[src/rtl/spu_pkg.sv]
package spu_pkg;
  localparam int FIELD_W_DEF    = 720;
  localparam int FIELD_H_DEF    = 507;
  localparam int PADDLE_LEN_DEF = 64;

  // Saturating load helper: the most negative code cannot be negated safely.
  function automatic logic [15:0] vel_sat16(input logic [15:0] v, input int w);
    logic [15:0] min_code;
    min_code = 16'(1) << (w - 1);
    min_code = min_code | ~((16'(1) << w) - 16'(1));
    return (v == min_code) ? v + 16'(1) : v;
  endfunction
endpackage

[src/rtl/spu_ball_axis.sv]
module spu_ball_axis #(
  parameter int          POS_W   = 18,
  parameter int          VEL_W   = 9,
  parameter int unsigned MAX_FIX = 184064,
  parameter int unsigned RST_FIX = 92160
) (
  input  logic             clk,
  input  logic             rst,
  input  logic             tick,
  input  logic             load,
  input  logic [VEL_W-1:0] vel_in,
  output logic [POS_W-1:0] pos_q
);
  localparam int SUM_W = POS_W + 2;
  localparam logic [SUM_W-1:0] MAX_S = SUM_W'(MAX_FIX);
  localparam logic [POS_W-1:0] MAX_P = POS_W'(MAX_FIX);
  localparam logic [VEL_W-1:0] MIN_V = {1'b1, {(VEL_W-1){1'b0}}};

  logic [VEL_W-1:0] vel_q;
  logic [SUM_W-1:0] sum;
  logic             under, over;
  logic [VEL_W-1:0] vel_load_val;

  // Binary points aligned: both operands carry the fraction in the low bits.
  assign sum   = {2'b00, pos_q} + {{(SUM_W-VEL_W){vel_q[VEL_W-1]}}, vel_q};
  assign under = sum[SUM_W-1];
  assign over  = !under && (sum > MAX_S);
  assign vel_load_val = (vel_in == MIN_V) ? MIN_V + VEL_W'(1) : vel_in;

  always_ff @(posedge clk) begin
    if (rst) begin
      pos_q <= POS_W'(RST_FIX);
      vel_q <= '0;
    end else begin
      if (tick) begin
        if (under) begin
          pos_q <= '0;
          vel_q <= -vel_q;
        end else if (over) begin
          pos_q <= MAX_P;
          vel_q <= -vel_q;
        end else begin
          pos_q <= sum[POS_W-1:0];
        end
      end
      if (load) vel_q <= vel_load_val;
    end
  end

  AST_BALL_RANGE: assert property (@(posedge clk) disable iff (rst) pos_q <= MAX_P);
  AST_BALL_HOLD: assert property (@(posedge clk) disable iff (rst) !tick |=> $stable(pos_q));
  AST_VEL_HOLD: assert property (@(posedge clk) disable iff (rst) !tick && !load |=> $stable(vel_q));
  AST_VEL_FLIP: assert property (@(posedge clk) disable iff (rst)
    tick && !load |=> (vel_q == $past(vel_q)) || (vel_q == -$past(vel_q)));
  AST_VEL_LOAD: assert property (@(posedge clk) disable iff (rst)
    load && (vel_in != MIN_V) |=> vel_q == $past(vel_in));
endmodule

[src/rtl/spu_paddle.sv]
module spu_paddle #(
  parameter int PIX_W   = 10,
  parameter int VEL_W   = 8,
  parameter int MAX_ROW = 443,
  parameter int RST_ROW = 221
) (
  input  logic             clk,
  input  logic             rst,
  input  logic             tick,
  input  logic [VEL_W-1:0] vel,
  output logic [PIX_W-1:0] row_q
);
  localparam int SUM_W = PIX_W + 2;
  localparam logic [SUM_W-1:0] MAX_S = SUM_W'(MAX_ROW);
  localparam logic [PIX_W-1:0] MAX_P = PIX_W'(MAX_ROW);

  logic [SUM_W-1:0] sum;
  assign sum = {2'b00, row_q} + {{(SUM_W-VEL_W){vel[VEL_W-1]}}, vel};

  always_ff @(posedge clk) begin
    if (rst) row_q <= PIX_W'(RST_ROW);
    else if (tick) begin
      if (sum[SUM_W-1])     row_q <= '0;
      else if (sum > MAX_S) row_q <= MAX_P;
      else                  row_q <= sum[PIX_W-1:0];
    end
  end

  AST_PADDLE_RANGE: assert property (@(posedge clk) disable iff (rst) row_q <= MAX_P);
  AST_PADDLE_HOLD: assert property (@(posedge clk) disable iff (rst) !tick |=> $stable(row_q));
endmodule

[src/rtl/sprite_pos_updater.sv]
module sprite_pos_updater #(
  parameter int PIX_W      = 10,
  parameter int FRAC_W     = 8,
  parameter int VEL_W      = 9,
  parameter int PAD_VEL_W  = 8,
  parameter int FIELD_W    = spu_pkg::FIELD_W_DEF,
  parameter int FIELD_H    = spu_pkg::FIELD_H_DEF,
  parameter int PADDLE_LEN = spu_pkg::PADDLE_LEN_DEF
) (
  input  logic                 clk,
  input  logic                 rst,
  input  logic                 subframe_tick,
  input  logic                 frame_tick,
  input  logic                 ball_vel_load,
  input  logic [VEL_W-1:0]     ball_vx_in,
  input  logic [VEL_W-1:0]     ball_vy_in,
  input  logic [PAD_VEL_W-1:0] paddle_vel,
  output logic [PIX_W-1:0]     ball_x_px,
  output logic [PIX_W-1:0]     ball_y_px,
  output logic [PIX_W-1:0]     paddle_y_px
);
  localparam int POS_W   = PIX_W + FRAC_W;
  localparam int AXES    = 2;
  localparam int X_MAX   = (FIELD_W - 1) << FRAC_W;
  localparam int Y_MAX   = (FIELD_H - 1) << FRAC_W;
  localparam int X_RST   = (FIELD_W / 2) << FRAC_W;
  localparam int Y_RST   = (FIELD_H / 2) << FRAC_W;
  localparam int PAD_MAX = FIELD_H - PADDLE_LEN;
  localparam int PAD_RST = PAD_MAX / 2;

  logic [VEL_W-1:0] vin  [AXES];
  logic [POS_W-1:0] bpos [AXES];
  logic [PIX_W-1:0] bint [AXES];
  logic [PIX_W-1:0] pad_row;

  assign vin[0] = ball_vx_in;
  assign vin[1] = ball_vy_in;

  for (genvar a = 0; a < AXES; a++) begin : g_axis
    spu_ball_axis #(
      .POS_W  (POS_W),
      .VEL_W  (VEL_W),
      .MAX_FIX((a == 0) ? X_MAX : Y_MAX),
      .RST_FIX((a == 0) ? X_RST : Y_RST)
    ) u_axis (
      .clk   (clk),
      .rst   (rst),
      .tick  (subframe_tick),
      .load  (ball_vel_load),
      .vel_in(vin[a]),
      .pos_q (bpos[a])
    );
    assign bint[a] = bpos[a][POS_W-1:FRAC_W];
  end

  spu_paddle #(
    .PIX_W  (PIX_W),
    .VEL_W  (PAD_VEL_W),
    .MAX_ROW(PAD_MAX),
    .RST_ROW(PAD_RST)
  ) u_paddle (
    .clk  (clk),
    .rst  (rst),
    .tick (frame_tick),
    .vel  (paddle_vel),
    .row_q(pad_row)
  );

  always_ff @(posedge clk) begin
    if (rst) begin
      ball_x_px   <= PIX_W'(X_RST >> FRAC_W);
      ball_y_px   <= PIX_W'(Y_RST >> FRAC_W);
      paddle_y_px <= PIX_W'(PAD_RST);
    end else if (frame_tick) begin
      ball_x_px   <= bint[0];
      ball_y_px   <= bint[1];
      paddle_y_px <= pad_row;
    end
  end

  AST_OUT_HOLD: assert property (@(posedge clk) disable iff (rst)
    !frame_tick |=> $stable(ball_x_px) && $stable(ball_y_px) && $stable(paddle_y_px));
  AST_OUT_CAPTURE: assert property (@(posedge clk) disable iff (rst)
    frame_tick |=> ball_x_px == $past(bint[0]) && ball_y_px == $past(bint[1]));
  AST_PAD_CAPTURE: assert property (@(posedge clk) disable iff (rst)
    frame_tick |=> paddle_y_px == $past(pad_row));
endmodule

[config.mk]
export PLATFORM = sky130hd
export DESIGN_NAME = sprite_pos_updater
export DESIGN_NICKNAME = d
export VERILOG_FILES = /design/src/rtl/spu_pkg.sv /design/src/rtl/spu_ball_axis.sv /design/src/rtl/spu_paddle.sv /design/src/rtl/sprite_pos_updater.sv
export SDC_FILE = /design/constraint.sdc
export NUM_CORES = 1
export LEC_CHECK = 0
export BUFFER_PORTS_ARGS = -buffer_cell sky130_fd_sc_hd__buf_4
export CORE_UTILIZATION = 42
export CTS_BUF_LIST = sky130_fd_sc_hd__clkbuf_16
export CTS_CLUSTER_SIZE = 12
export DETAILED_ROUTE_END_ITERATION = 10
export RECOVER_POWER = 50
export SYNTH_ARGS = -nofsm -noshare
export SYNTH_HDL_FRONTEND = slang
export SYNTH_SLANG_ARGS = --single-unit
[constraint.sdc]
create_clock -name clk -period 4.1 [get_ports clk]
set_input_delay 1.025 -clock clk [delete_from_list [all_inputs] [get_ports clk]]
set_output_delay 1.025 -clock clk [all_outputs]
set_load 0.01 [all_outputs]
## Yosys cells after proc, flatten, opt, wreduce, memory -nomap -nowiden

Index checks and enable logic that the tools add are counted.

| cells by class | value |
|---|---|
| magnitude comparators | 3 |
| $add $sub $neg | 5 |
| equal/unequal tests | 2 |
| multiplexer cells | 16 |
| reduce and logical (&&, ||, !) cells | 9 |

Operators with widths:

| operator | count |
|---|---|
| $mux W9 | 10 |
| $mux W18 | 4 |
| $add A19 B9 Y20 | 2 |
| $gt A20 B17 Y1 const B | 1 |
| $gt A20 B18 Y1 const B | 1 |
| $mux W10 | 2 |
| $eq A9 B9 Y1 const B | 2 |
| $neg A9 Y9 | 2 |
| $add A11 B8 Y12 | 1 |
| $gt A12 B9 Y1 const B | 1 |
| $reduce_bool A3 Y1 | 2 |
| $reduce_and A2 Y1 | 2 |
| $logic_and A1 B1 Y1 | 2 |
| $logic_not A1 Y1 | 2 |
| $reduce_bool A2 Y1 | 1 |

| storage, ports and cells | value |
|---|---|
| output and inout bits | 30 |
| register bits | 94 |

## Logic depth before layout (Yosys ltp)

Gate-level depths: netlist of the first run.

| logic depth | value |
|---|---|
| word-level depth | 7 |
| gate-level depth with buffers | 14 |

## By module

Synthesis of the first run repeated with hierarchy kept, for this count alone.

| second synthesis, totals | value |
|---|---|
| cell total of the unflattened synthesis | 844 |
| area total of the unflattened synthesis | 7,156.9 um^2 |

By module, submodules not included:

| module | area each (um^2) | seq. area each (um^2) | instances | cells an instance |
|---|---|---|---|---|
| spu_ball_axis at g_axis[0].u_axis | 2,483.6 | 540.5 | 1 | 295 |
| spu_ball_axis at g_axis[1].u_axis | 2,392.3 | 540.5 | 1 | 320 |
| spu_paddle | 1,176.1 | 200.2 | 1 | 131 |
| sprite_pos_updater | 1,104.8 | 600.6 | 1 | 98 |

## Worst setup path before layout of the first run

OpenSTA, ideal clock, no wires.

| timing path | value |
|---|---|
| kind | input-to-reg |
| start | input port paddle_vel[0] |
| end | register u_paddle.row_q[2] |
| setup slack | 353 ps |
| buffers on the path | 0 |
| arrival time | 3,625 ps |
| stages | 12 |
| library setup time | 122 ps |
| path through | ha_1 -> fa_1 -> a21o_1 -> a21oi_1 -> o21bai_1 -> a2111oi_0 -> o32ai_1 -> a31oi_1 -> nor2b_1 -> o221ai_1 -> nor3_1 -> a221o_1 |

| on the way | value |
|---|---|
| cells in the longest elaborated chain, start to end | 4 |

Ends and longest elaborated chain:

| element | RTL line | source |
|---|---|---|
| start, declared | sprite_pos_updater.sv:17 | `input logic [PAD_VEL_W-1:0] paddle_vel,` |
| $add A11 B8 Y12 (*) | spu_paddle.sv:18 | `assign sum = {2'b00, row_q} + {{(SUM_W-VEL_W){vel[VEL_W-1]}}, vel};` |
| $gt A12 B9 Y1 | spu_paddle.sv:24 | `else if (sum > MAX_S) row_q <= MAX_P;` |
| $mux W10 | spu_paddle.sv:24 |  |
| $mux W10 (*) | spu_paddle.sv:23 | `if (sum[SUM_W-1]) row_q <= '0;` |
| end signal, assigned | spu_paddle.sv:21 | `if (rst) row_q <= PIX_W'(RST_ROW);` |
| end signal, assigned | spu_paddle.sv:25 | `else row_q <= sum[PIX_W-1:0];` |
| end, declared | spu_paddle.sv:11 | `output logic [PIX_W-1:0] row_q` |

Mark *: on every way between the ends. The rest lies on a longest branch, timed or not.
A chain may end at the register's enable or synchronous reset.

## Worst setup path in the final report of the first run

| timing path | value |
|---|---|
| start | register g_axis[0].u_axis.vel_q[0] |
| end | register g_axis[0].u_axis.vel_q[5] |

| on the way | value |
|---|---|
| cells in the longest elaborated chain, start to end | 5 |
| elaborated cells on any way between the ends | 11 |
| classes of those cells | add/sub: 2; order compare: 1; mux: 4; reduce/logical: 4 |

Ends and longest elaborated chain:

| element | RTL line | source |
|---|---|---|
| start, declared | spu_ball_axis.sv:19 | `logic [VEL_W-1:0] vel_q;` |
| start signal, assigned | spu_ball_axis.sv:38 | `vel_q <= -vel_q;` |
| start signal, assigned | spu_ball_axis.sv:41 | `vel_q <= -vel_q;` |
| start signal, assigned | spu_ball_axis.sv:46 | `if (load) vel_q <= vel_load_val;` |
| $add A19 B9 Y20 or $neg A9 Y9 (tied branches) | spu_ball_axis.sv:25, spu_ball_axis.sv:38, spu_ball_axis.sv:41 |  |
| $gt A20 B18 Y1 (tied with other cells) | spu_ball_axis.sv:27 | `assign over = !under && (sum > MAX_S);` |
| $logic_and A1 B1 Y1 or $mux W9 (tied branches) | spu_ball_axis.sv:27, spu_ball_axis.sv:36 |  |
| $reduce_bool A3 Y1 (no source line) or $mux W9 (tied branches) | n/a |  |
| $reduce_and A2 Y1 (no source line) or $mux W9 (tied branches) | n/a |  |

Parallel ways exist; a longest one is shown, timed or not. The select of a mux whose other input is x is not followed.

==> impl_metrics.csv, run 1 <==
group,metric,value,unit
final_layout,fin_area,7390,µm²
clock_tree,cts_sinks,94,
worst_setup_path,slowest_delay,0.43,ns
worst_setup_path,worstSetupEndpointType,"register",
worst_setup_path,required,4.34,ns
placed_design,place_congestion,0.877,
timing,rsz0062_at_grt,"no",
detailed_routing,drcViolationCount,0,
grt,grt_max_degree,71,
synthesis,ys_types,76,
run_status,outcome,"completed",
timing,slew_headroom,41.4,%
clock_tree,clk_latency,0.35,ns
timing,clock-skew-final,0.00428,ns
grt,grt_overflow,0,
clock_tree,cts_max_path_buffers,2,
detailed_routing,vias,6196,
synthesis,synth_adder_area_share,10.6,%
min_path,min-delay-start,"g_axis[0].u_axis.pos_q[2]$_SDFFE_PP0P_",
synthesis,syn_nets,901,
grt,antenna_found_initial,0,
worst_setup_path,worst_setup_path_start_kind,"register",
synthesis,synth_top_family_by_area,"compound AO/OA/AOI/OAI gates",
grt,grt_usage,21.5,%
synthesis,syn-mean-instance-area,8.04,µm²
timing,setup_viol,0,
worst_setup_path,path_class,"reg -> reg",
worst_setup_path,r2r_start,"g_axis[0].u_axis.vel_q[0]$_SDFFE_PP0P_",
worst_setup_path,r2r.worst_path.cells,13,
final_layout,final_util,48.6,%
synthesis,synth_mux_area_share,5.20,%
timing,setup_tns,0,ns
final_layout,final_common_cell,"dfxtp_1",
final_layout,diodes,0,
clock_tree,cts-root-buf,"clkbuf_16",
timing,finalCriticalPeriod,3.81,ns
worst_setup_path,crit_fanout,10,
pwr,ir_worst_vdd,0.223,mV
floorplan,die_w,127,µm
synthesis,synth_top_flop_cell,"dfxtp_1",
detailed_routing,viasPerCell,5.86,
floorplan,io_pins,61,
detailed_routing,drt_iter0_markers,356,
placed_design,dpl.hpwl,12600,µm
timing,slew_violations,0,
pwr,power_density,536,nW/µm²
synthesis,synth_compound_area_share,26.2,%
placed_design,post_dp_cell_area,7200,µm²
detailed_routing,drt_pass1_iterations,5,
min_path,hold_path.class,"reg -> reg",
timing,hold_viol,0,
clock_tree,cts_tree,"yes",
worst_setup_path,cp_data_arrival_time,4.05,ns
final_layout,drive_gt1_share,9.32,%
grt,first_global_vias,5700,
placed_design,port_buffers,60,
timing,period_share,93.0,%
synthesis,synth_edf_count,0,
clock_tree,h-tree-depth,3,
floorplan,dieArea,16100,µm²
pwr,p_leak,3.08,nW
worst_setup_path,cp_cell_sequence,"ha_1, inv_1, fa_1, nand2b_1, a21oi_1, xor2_1, or3_1, or4_1, a2111oi_0, and4b_2, o21a_2, nor4_1, o311a_1",
floorplan,core.rowCount,45,
synthesis,async_reset_ff_share,0,%
min_path,min_path_cells,2,
floorplan,initial_core_util,43.2,%
final_layout,area_growth,12.6,%
final_layout,final_cell_mix,"dfxtp_1, nor2_1, nand2_1, a21oi_1, ha_1",
synthesis,synthSimpleGateAreaFrac,20.5,%
grt,grt_pass1_wl,28000,µm
final_layout,nNetsFinal,949,
clock_tree,cts_buffers,9,
synthesis,synth-xor-area-share,4.54,%
timing,timing.hold.ws,0.467,ns
synthesis,syn_inst,816,
job,cap_violations,0,
floorplan,die_y,127,µm
worst_setup_path,crit_slowest_cell,"or4_1",
worst_setup_path,critical_path.startpoint,"g_axis[0].u_axis.vel_q[0]$_SDFFE_PP0P_",
synthesis,yosysWarnings,0,
detailed_routing,antenna_left,0,
floorplan,core,15200,µm²
synthesis,synth_area,6560,µm²
synthesis,ys_seq_area_share,28.7,%
synthesis,ys_ff_latch,94,
timing,fmax,262,MHz
timing,worst-slew-pin-transition,0.877,ns
detailed_routing,post_drt_wl_per_cell,16.2,µm
detailed_routing,wirelength,17100,µm
clock_tree,clkSlewWorstSetupHoldPaths,0.07,ns
==> critical path: cells and delay by family (launching register included) <==
kind / cells / cell delay, ns
xor+xnor: 1 / 0.11
simple gates: 5 / 1.42
fa+ha+maj: 2 / 0.59
flops: 1 / 0.36
buf+inv: 1 / 0.06
compound gates: 4 / 1.15
==> final cells by class <==
class | instances | area, µm²
Fill cell | 1497 | 7810
Clock buffer | 9 | 225
Clock inverter | 7 | 73.8
Inverter | 29 | 109
Sequential cell | 94 | 1880
Multi-Input combinational cell | 654 | 4400
Tap cell | 188 | 235
Timing Repair Buffer | 76 | 462
==> sequential cells by signal, indices dropped and copies added (netlist names) <==
name and cells:
ball_y_px 10, g_axis.u_axis.pos_q 36, u_paddle.row_q 10, g_axis.u_axis.vel_q 18
ball_x_px 10, paddle_y_px 10
==> final timing paths <==
kind	endpoint	slack [ns]
setup / recovery	g_axis[0].u_axis.vel_q[5]$_SDFFE_PP0P_	0.29
hold / removal	g_axis[0].u_axis.pos_q[2]$_SDFFE_PP0P_	0.47
setup reg to reg	g_axis[0].u_axis.vel_q[5]$_SDFFE_PP0P_	0.29
hold reg to reg	g_axis[0].u_axis.pos_q[2]$_SDFFE_PP0P_	0.47
==> per-layer routing <==
layer / global-route usage [%] / vias up / wire length, µm
met2: 35.8 / 153 / 7750
li1: - / 3130 / -
met5: 0 / - / 0
met4: 7.84 / 0 / 338
met3: 3.06 / 24 / 700
met1: 28.4 / 2889 / 8350
==> where the power goes <==
group / internal, mW / switching, mW
registers: 1.05 / 0.130
logic: 0.813 / 1.13
clock network: 0.474 / 0.370
==> metrics by stage <==
| step | worst slack, ns | power (mW) | cells |
|---|---|---|---|
| final | 0.288 | 3.97 | 1057 |
| after global placement | 0.189 | 3.11 | 1041 |
| after CTS | 0.241 | 4.00 | 1057 |
| after global routing | 0.0392 | 4.26 | 1057 |
| after floorplan | 0.353 | 2.67 | 816 |
| after detailed placement | 0.0300 | 3.13 | 1041 |
==> synthesized netlist by cell type (4+ instances only) <==
cell type / number / area [µm²]
dfxtp_1: 94 / 1880
nor2_1: 78 / 293
nand2_1: 76 / 285
a21oi_1: 70 / 350
ha_1: 51 / 638
o21ai_0: 42 / 210
mux2i_1: 33 / 330
nand3_1: 30 / 150
inv_1: 28 / 105
clkbuf_1: 26 / 97.6
nor3_1: 22 / 110
xnor2_1: 18 / 158
a21o_1: 17 / 128
a211oi_1: 16 / 120
xor2_1: 16 / 140
or3_1: 15 / 93.8
nor2b_1: 13 / 81.3
a31oi_1: 11 / 68.8
nor4_1: 10 / 62.6
o21a_1: 9 / 67.6
a311oi_1: 8 / 70.1
a2bb2oi_1: 7 / 61.3
nand2b_1: 7 / 43.8
o211ai_1: 6 / 45.0
and3_1: 5 / 31.3
buf_1: 5 / 18.8
buf_2: 5 / 25.0
nand4_1: 5 / 31.3
a2111oi_0: 4 / 35.0
a22oi_1: 4 / 30.0
o21bai_1: 4 / 30.0
o31a_1: 4 / 35.0
==> cells by family (layout without fill, tap and decap cells) <==
kind of cell | after synthesis | after routing
flip-flops | 94 | 94
multiplexers | 34 | 34
XOR/XNOR | 34 | 34
buffers and inverters | 68 | 121
AND/OR/NAND/NOR | 282 | 282
adder cells (fa/ha/maj) | 54 | 54
AO/OA/AOI/OAI | 250 | 250
==> what timing repair did <==
action / in CTS / in global routing
gates resized for setup: 0 / 1
setup endpoints to repair: 0 / 2
buffers inserted: 0 / 0
hold buffers: 0 / 0
Power figures use the tool's default switching activity.
==> run 2: changes to the inputs <==
--- a/config.mk
+++ b/config.mk
@@ -10,6 +10,8 @@
 export CTS_BUF_LIST = sky130_fd_sc_hd__clkbuf_16
 export CTS_CLUSTER_SIZE = 12
 export DETAILED_ROUTE_END_ITERATION = 10
+export GPL_TIMING_DRIVEN = 0
+export PLACE_DENSITY = 0.63
 export RECOVER_POWER = 50
 export SYNTH_ARGS = -nofsm -noshare
 export SYNTH_HDL_FRONTEND = slang
==> impl_metrics.csv, run 2 (synthesized netlist as in run 1, its figures left out) <==
group,metric,value,unit
floorplan,io_pins,61,
timing,hold_viol,0,
final_layout,nNetsFinal,969,
grt,first_global_vias,5648,
placed_design,port_buffers,57,
clock_tree,h-tree-depth,3,
final_layout,regMostFlops,"g_axis.u_axis.pos_q",
detailed_routing,vias,6256,
run_status,outcome,"completed",
clock_tree,cts_buffers,9,
worst_setup_path,reg2reg_slack,0.19,ns
worst_setup_path,r2r_end,"g_axis[0].u_axis.vel_q[5]$_SDFFE_PP0P_",
worst_setup_path,cp_data_arrival_time,4.14,ns
floorplan,initial_core_util,43.2,%
detailed_routing,drcViolationCount,0,
timing,fmax,256,MHz
pwr,power_density,542,nW/µm²
timing,timing.hold.ws,0.465,ns
clock_tree,clk_latency,0.34,ns
clock_tree,cts_max_path_buffers,2,
floorplan,dieArea,16100,µm²
grt,grt_pass1_wl,29100,µm
timing,slew_violations,0,
timing,setup_viol,0,
detailed_routing,drt_pass1_iterations,5,
placed_design,place_congestion,0.847,
final_layout,area_growth,13.8,%
detailed_routing,top_layer,"met4",
worst_setup_path,r2r_start,"g_axis[0].u_axis.vel_q[0]$_SDFFE_PP0P_",
detailed_routing,antenna_left,0,
pwr,p_leak,3.08,nW
worst_setup_path,setup.worst_path.end,"g_axis[0].u_axis.vel_q[5]$_SDFFE_PP0P_",
final_layout,drive_gt1_share,8.32,%
clock_tree,clkSlewWorstSetupHoldPaths,0.07,ns
worst_setup_path,worst_setup_path_start_kind,"register",
worst_setup_path,r2r.worst_path.cells,14,
clock_tree,cts_tree,"yes",
worst_setup_path,required,4.33,ns
pwr,ir_worst_vdd,0.272,mV
clock_tree,cts_sinks,94,
final_layout,diodes,0,
grt,grt_max_degree,18,
detailed_routing,post_drt_wl_per_cell,16.9,µm
timing,setup_tns,0,ns
final_layout,largest_reg_flops,36,
clock_tree,hold_buffers,0,
timing,slew_headroom,39.6,%
floorplan,core.rowCount,45,
floorplan,die_w,127,µm
floorplan,core,15200,µm²
pwr,power,4.05,mW
worst_setup_path,worstSetupEndpointType,"register",
detailed_routing,viasPerCell,5.81,
timing,period_share,95.4,%
worst_setup_path,crit_fanout,10,
detailed_routing,route.met2.wl,8150,µm
grt,antenna_found_initial,0,
min_path,hold_path.class,"reg -> reg",
clock_tree,cts-root-buf,"clkbuf_16",
detailed_routing,wirelength,18200,µm
worst_setup_path,path_class,"reg -> reg",
detailed_routing,m1WireLength,8970,µm
timing,worst-slew-pin-transition,0.906,ns
final_layout,largestRegisters,"g_axis.u_axis.pos_q: 36 flops, g_axis.u_axis.vel_q: 18 flops",
final_layout,final_common_cell,"dfxtp_1",
grt,grt_overflow,0,
detailed_routing,drt_iter0_markers,451,
final_layout,final_util,49.1,%
worst_setup_path,critical_path.startpoint,"g_axis[0].u_axis.vel_q[0]$_SDFFE_PP0P_",
timing,finalCriticalPeriod,3.91,ns
clock_tree,postCtsSetupRepairBufs,0,
job,cap_violations,0,
grt,grt_usage,22.7,%
final_layout,fillers,1548,
timing,clock-skew-final,0.00593,ns
timing,rsz0062_at_grt,"no",
final_layout,final_cell_mix,"dfxtp_1, nor2_1, nand2_1, a21oi_1, clkbuf_1",
floorplan,die_y,127,µm
placed_design,dpl.hpwl,13700,µm
detailed_routing,met3_length,931,µm
-- run 2: cell types whose count changed in the layout (fill, tap and decap cells not counted), sizes merged --
cell and change:
clkbuf +28, buf -8, clkinvlp -3, clkinv +2, bufinv +1
-- run 2: power breakdown --
group,internal (mW),switching [mW],total (mW)
Clock,0.532,0.369,0.901
Combinational,0.819,1.14,1.96
Sequential,1.05,0.143,1.19
-- run 2: how the worst min path moves through the flow --
stage	slack [ns]	depth (start not counted)	start	end
after global placement	0.45	2	g_axis[1].u_axis.pos_q[0]$_SDFFE_PP0P_	g_axis[1].u_axis.pos_q[0]$_SDFFE_PP0P_
after floorplan	0.44	2	g_axis[1].u_axis.pos_q[0]$_SDFFE_PP0P_	g_axis[1].u_axis.pos_q[0]$_SDFFE_PP0P_
after detailed placement	0.46	2	ball_x_px[5]$_SDFFE_PP1P_	ball_x_px[5]$_SDFFE_PP1P_
after global routing	0.49	2	ball_y_px[5]$_SDFFE_PP1P_	ball_y_px[5]$_SDFFE_PP1P_
final	0.47	2	g_axis[1].u_axis.pos_q[0]$_SDFFE_PP0P_	g_axis[1].u_axis.pos_q[0]$_SDFFE_PP0P_
after CTS	0.47	2	g_axis[1].u_axis.pos_q[0]$_SDFFE_PP0P_	g_axis[1].u_axis.pos_q[0]$_SDFFE_PP0P_
-- run 2: repair_timing --
item	CTS	global route
pin swaps	0	1
resized for setup	1	12
setup endpoints to repair	7	34
-- run 2: per-layer routing --
| layer | vias up | track usage [%] |
|---|---|---|
| met1 | 2905 | 32.8 |
| li1 | 3166 | - |
| met2 | 173 | 36.1 |
| met5 | - | 0 |
| met4 | 0 | 5.11 |
| met3 | 12 | 2.47 |
-- run 2: worst max-delay path, stage by stage, from the launching register on --
cell and delay (ns):
dfxtp_1 0.39, ha_1 0.21, inv_1 0.06, fa_1 0.40, nand2b_1 0.23, a21oi_1 0.21
xor2_1 0.10, or3_1 0.36, or4_1 0.45, a2111oi_1 0.39, and4b_2 0.34, o21a_2 0.14
buf_6 0.14, nor4_1 0.06, o311a_1 0.33
-- run 2: layout make-up --
| class | count | area [µm²] | share of cell area (%) |
|---|---|---|---|
| Buffer | 39 | 173 | 2.31 |
| Sequential cell | 94 | 1880 | 25.2 |
| Clock inverter | 7 | 90.1 | 1.21 |
| Multi-Input combinational cell | 654 | 4440 | 59.4 |
| Tap cell | 188 | 235 | 3.15 |
| Timing Repair Buffer | 57 | 315 | 4.22 |
| Inverter | 29 | 109 | 1.46 |
| Clock buffer | 9 | 225 | 3.02 |
-- run 2: through the flow --
step | setup WS (ns) | instance area (µm²) | instances
CTS | 0.0596 | 7540 | 1077
global placement | -0.197 | 7230 | 1061
finish | 0.189 | 7470 | 1077
global route | 0.00408 | 7470 | 1077
detailed placement | -0.154 | 7230 | 1061
floorplan | 0.353 | 6560 | 816
==> run 3: changes to the inputs <==
--- a/config.mk
+++ b/config.mk
@@ -16,3 +16,4 @@
 export SYNTH_ARGS = -nofsm -noshare
 export SYNTH_HDL_FRONTEND = slang
 export SYNTH_SLANG_ARGS = --single-unit
+export TNS_END_PERCENT = 5
==> constraint.sdc (replaced) <==
create_clock -name clk -period 4.1 [get_ports clk]
set_input_delay 0.41 -clock clk [delete_from_list [all_inputs] [get_ports clk]]
set_output_delay 0.41 -clock clk [all_outputs]
set_load 0.01 [all_outputs]
==> impl_metrics.csv, run 3 (synthesized netlist as in run 1, its figures left out) <==
group,metric,value,unit
worst_setup_path,crit_fanout,10,
final_layout,final_cell_mix,"dfxtp_1, nor2_1, nand2_1, a21oi_1, clkbuf_1",
final_layout,fin_area,7450,µm²
worst_setup_path,r2r_start,"g_axis[0].u_axis.vel_q[0]$_SDFFE_PP0P_",
grt,grt_max_degree,18,
clock_tree,clk_latency,0.35,ns
min_path,hold_path.class,"in -> reg",
worst_setup_path,worstSetupEndpointType,"register",
pwr,p_leak,3.08,nW
pwr,ir_worst_vdd,0.274,mV
clock_tree,clkSlewWorstSetupHoldPaths,0.07,ns
timing,worst-slew-pin-transition,0.939,ns
final_layout,drive_gt1_share,8.21,%
timing,hold_viol,0,
detailed_routing,drt_iter0_markers,414,
final_layout,regMostFlops,"g_axis.u_axis.pos_q",
final_layout,fillers,1549,
placed_design,place_congestion,0.847,
worst_setup_path,required,4.33,ns
detailed_routing,drcViolationCount,0,
detailed_routing,drt_pass1_iterations,5,
clock_tree,hold_buffers,0,
clock_tree,cts_max_path_buffers,2,
final_layout,diodes,0,
worst_setup_path,r2r.worst_path.cells,14,
job,cap_violations,0,
run_status,outcome,"completed",
detailed_routing,wirelength,18200,µm
final_layout,multi_input_area,4420,µm²
clock_tree,cts_sinks,94,
placed_design,dpl.hpwl,13700,µm
min_path,hold_path_end,"g_axis[0].u_axis.vel_q[0]$_SDFFE_PP0P_",
worst_setup_path,cp_data_arrival_time,4.16,ns
timing,finalCriticalPeriod,3.92,ns
clock_tree,cts_tree,"yes",
timing,slew_violations,0,
min_path,min_path_cells,3,
detailed_routing,viasPerCell,5.82,
final_layout,final_common_cell,"dfxtp_1",
grt,grt_overflow,0,
worst_setup_path,r2r_end,"g_axis[0].u_axis.vel_q[5]$_SDFFE_PP0P_",
detailed_routing,vias,6271,
worst_setup_path,path_class,"reg -> reg",
clock_tree,cts_buffers,9,
floorplan,die_y,127,µm
grt,antenna_found_initial,0,
floorplan,io_pins,61,
floorplan,die_w,127,µm
final_layout,nNetsFinal,969,
final_layout,largest_reg_flops,36,
final_layout,area_growth,13.6,%
timing,slew_headroom,37.4,%
placed_design,port_buffers,57,
grt,grt_pass1_wl,29100,µm
grt,first_global_vias,5648,
clock_tree,h-tree-depth,3,
clock_tree,cts-root-buf,"clkbuf_16",
final_layout,largestRegisters,"g_axis.u_axis.pos_q: 36 flops, g_axis.u_axis.vel_q: 18 flops",
detailed_routing,post_drt_wl_per_cell,16.9,µm
grt,grt_usage,22.7,%
timing,clock-skew-final,0.00558,ns
floorplan,dieArea,16100,µm²
timing,setup_viol,0,
floorplan,initial_core_util,43.2,%
detailed_routing,antenna_left,0,
pwr,power_density,542,nW/µm²
floorplan,core.rowCount,45,
timing,setup_tns,0,ns
min_path,min-delay-start,"ball_vx_in[0]",
placed_design,post_dp_cell_area,7230,µm²
timing,fmax,255,MHz
timing,period_share,95.7,%
final_layout,regArea,1880,µm²
floorplan,core,15200,µm²
worst_setup_path,reg2reg_slack,0.18,ns
timing,rsz0062_at_grt,"yes",
worst_setup_path,worst_setup_path_start_kind,"register",
run 3: worst max-delay path: stages, from the launching register on:
cell and delay, ns:
dfxtp_1 0.39, ha_1 0.21, inv_1 0.06, fa_1 0.40, nand2b_1 0.21, a21oi_2 0.25
o2111ai_1 0.24, and2_1 0.23, or3b_2 0.43, a2111oi_0 0.38, and4b_2 0.35, o21a_2 0.14
buf_6 0.14, nor4_1 0.06, o311a_1 0.33
run 3: how the worst max path moves through the flow:
stage | startpoint | endpoint | slack [ns] | cells after the start
6_report | g_axis[0].u_axis.vel_q[0]$_SDFFE_PP0P_ | g_axis[0].u_axis.vel_q[5]$_SDFFE_PP0P_ | 0.18 | 14
5_1_grt | g_axis[0].u_axis.vel_q[0]$_SDFFE_PP0P_ | g_axis[0].u_axis.vel_q[5]$_SDFFE_PP0P_ | -0.03 | 14
4_1_cts | g_axis[0].u_axis.vel_q[0]$_SDFFE_PP0P_ | g_axis[0].u_axis.pos_q[5]$_SDFFE_PP0P_ | 0.06 | 14
3_5_place_dp | g_axis[0].u_axis.vel_q[8]$_SDFFE_PP0P_ | g_axis[0].u_axis.pos_q[0]$_SDFFE_PP0P_ | -0.09 | 12
3_3_place_gp | g_axis[0].u_axis.vel_q[8]$_SDFFE_PP0P_ | g_axis[0].u_axis.pos_q[0]$_SDFFE_PP0P_ | -0.04 | 12
2_1_floorplan | g_axis[0].u_axis.vel_q[8]$_SDFFE_PP0P_ | g_axis[0].u_axis.vel_q[5]$_SDFFE_PP0P_ | 0.61 | 12
run 3: cell type report:
type                    instances  share of cell area, %
plain buffers                  39                   2.32
clock inverters                 7                   1.21
flip-flops and latches         94                   25.3
well taps                     188                   3.16
inverters                      29                   1.46
clock buffers                   9                   3.02
repair buffers                 57                   4.23
multi-input cells             654                   59.3
run 3: per-layer routing:
layer,track usage (%),routed length (µm),vias up
met5,0,0,-
li1,-,-,3162
met1,32.8,8930,2909
met3,2.47,1010,14
met4,5.11,191,0
met2,36.1,8070,186
run 3: report_power, final:
group | switching, mW | total, mW | internal [mW]
Combinational | 1.13 | 1.95 | 0.817
Clock | 0.371 | 0.902 | 0.532
Sequential | 0.145 | 1.19 | 1.05
run 3: timing repair:
action	CTS	global route
resized for setup	1	6
setup buffers	0	0
endpoints found under the hold margin	0	0
cloned	0	0
setup endpoints to repair	7	28
run 3: metrics by stage:
stage	cells	hold WS [ns]	util [%]	setup slack (ns)	power, mW
after floorplan	816	0.436	-	0.612	2.67
after global placement	1061	0.453	47.5	-0.0446	3.13
after detailed placement	1061	0.459	47.5	-0.0866	3.14
after CTS	1077	0.323	49.6	0.0596	4.05
after global routing	1077	0.324	49.0	-0.0300	4.33
final	1077	0.325	49.0	0.175	4.04
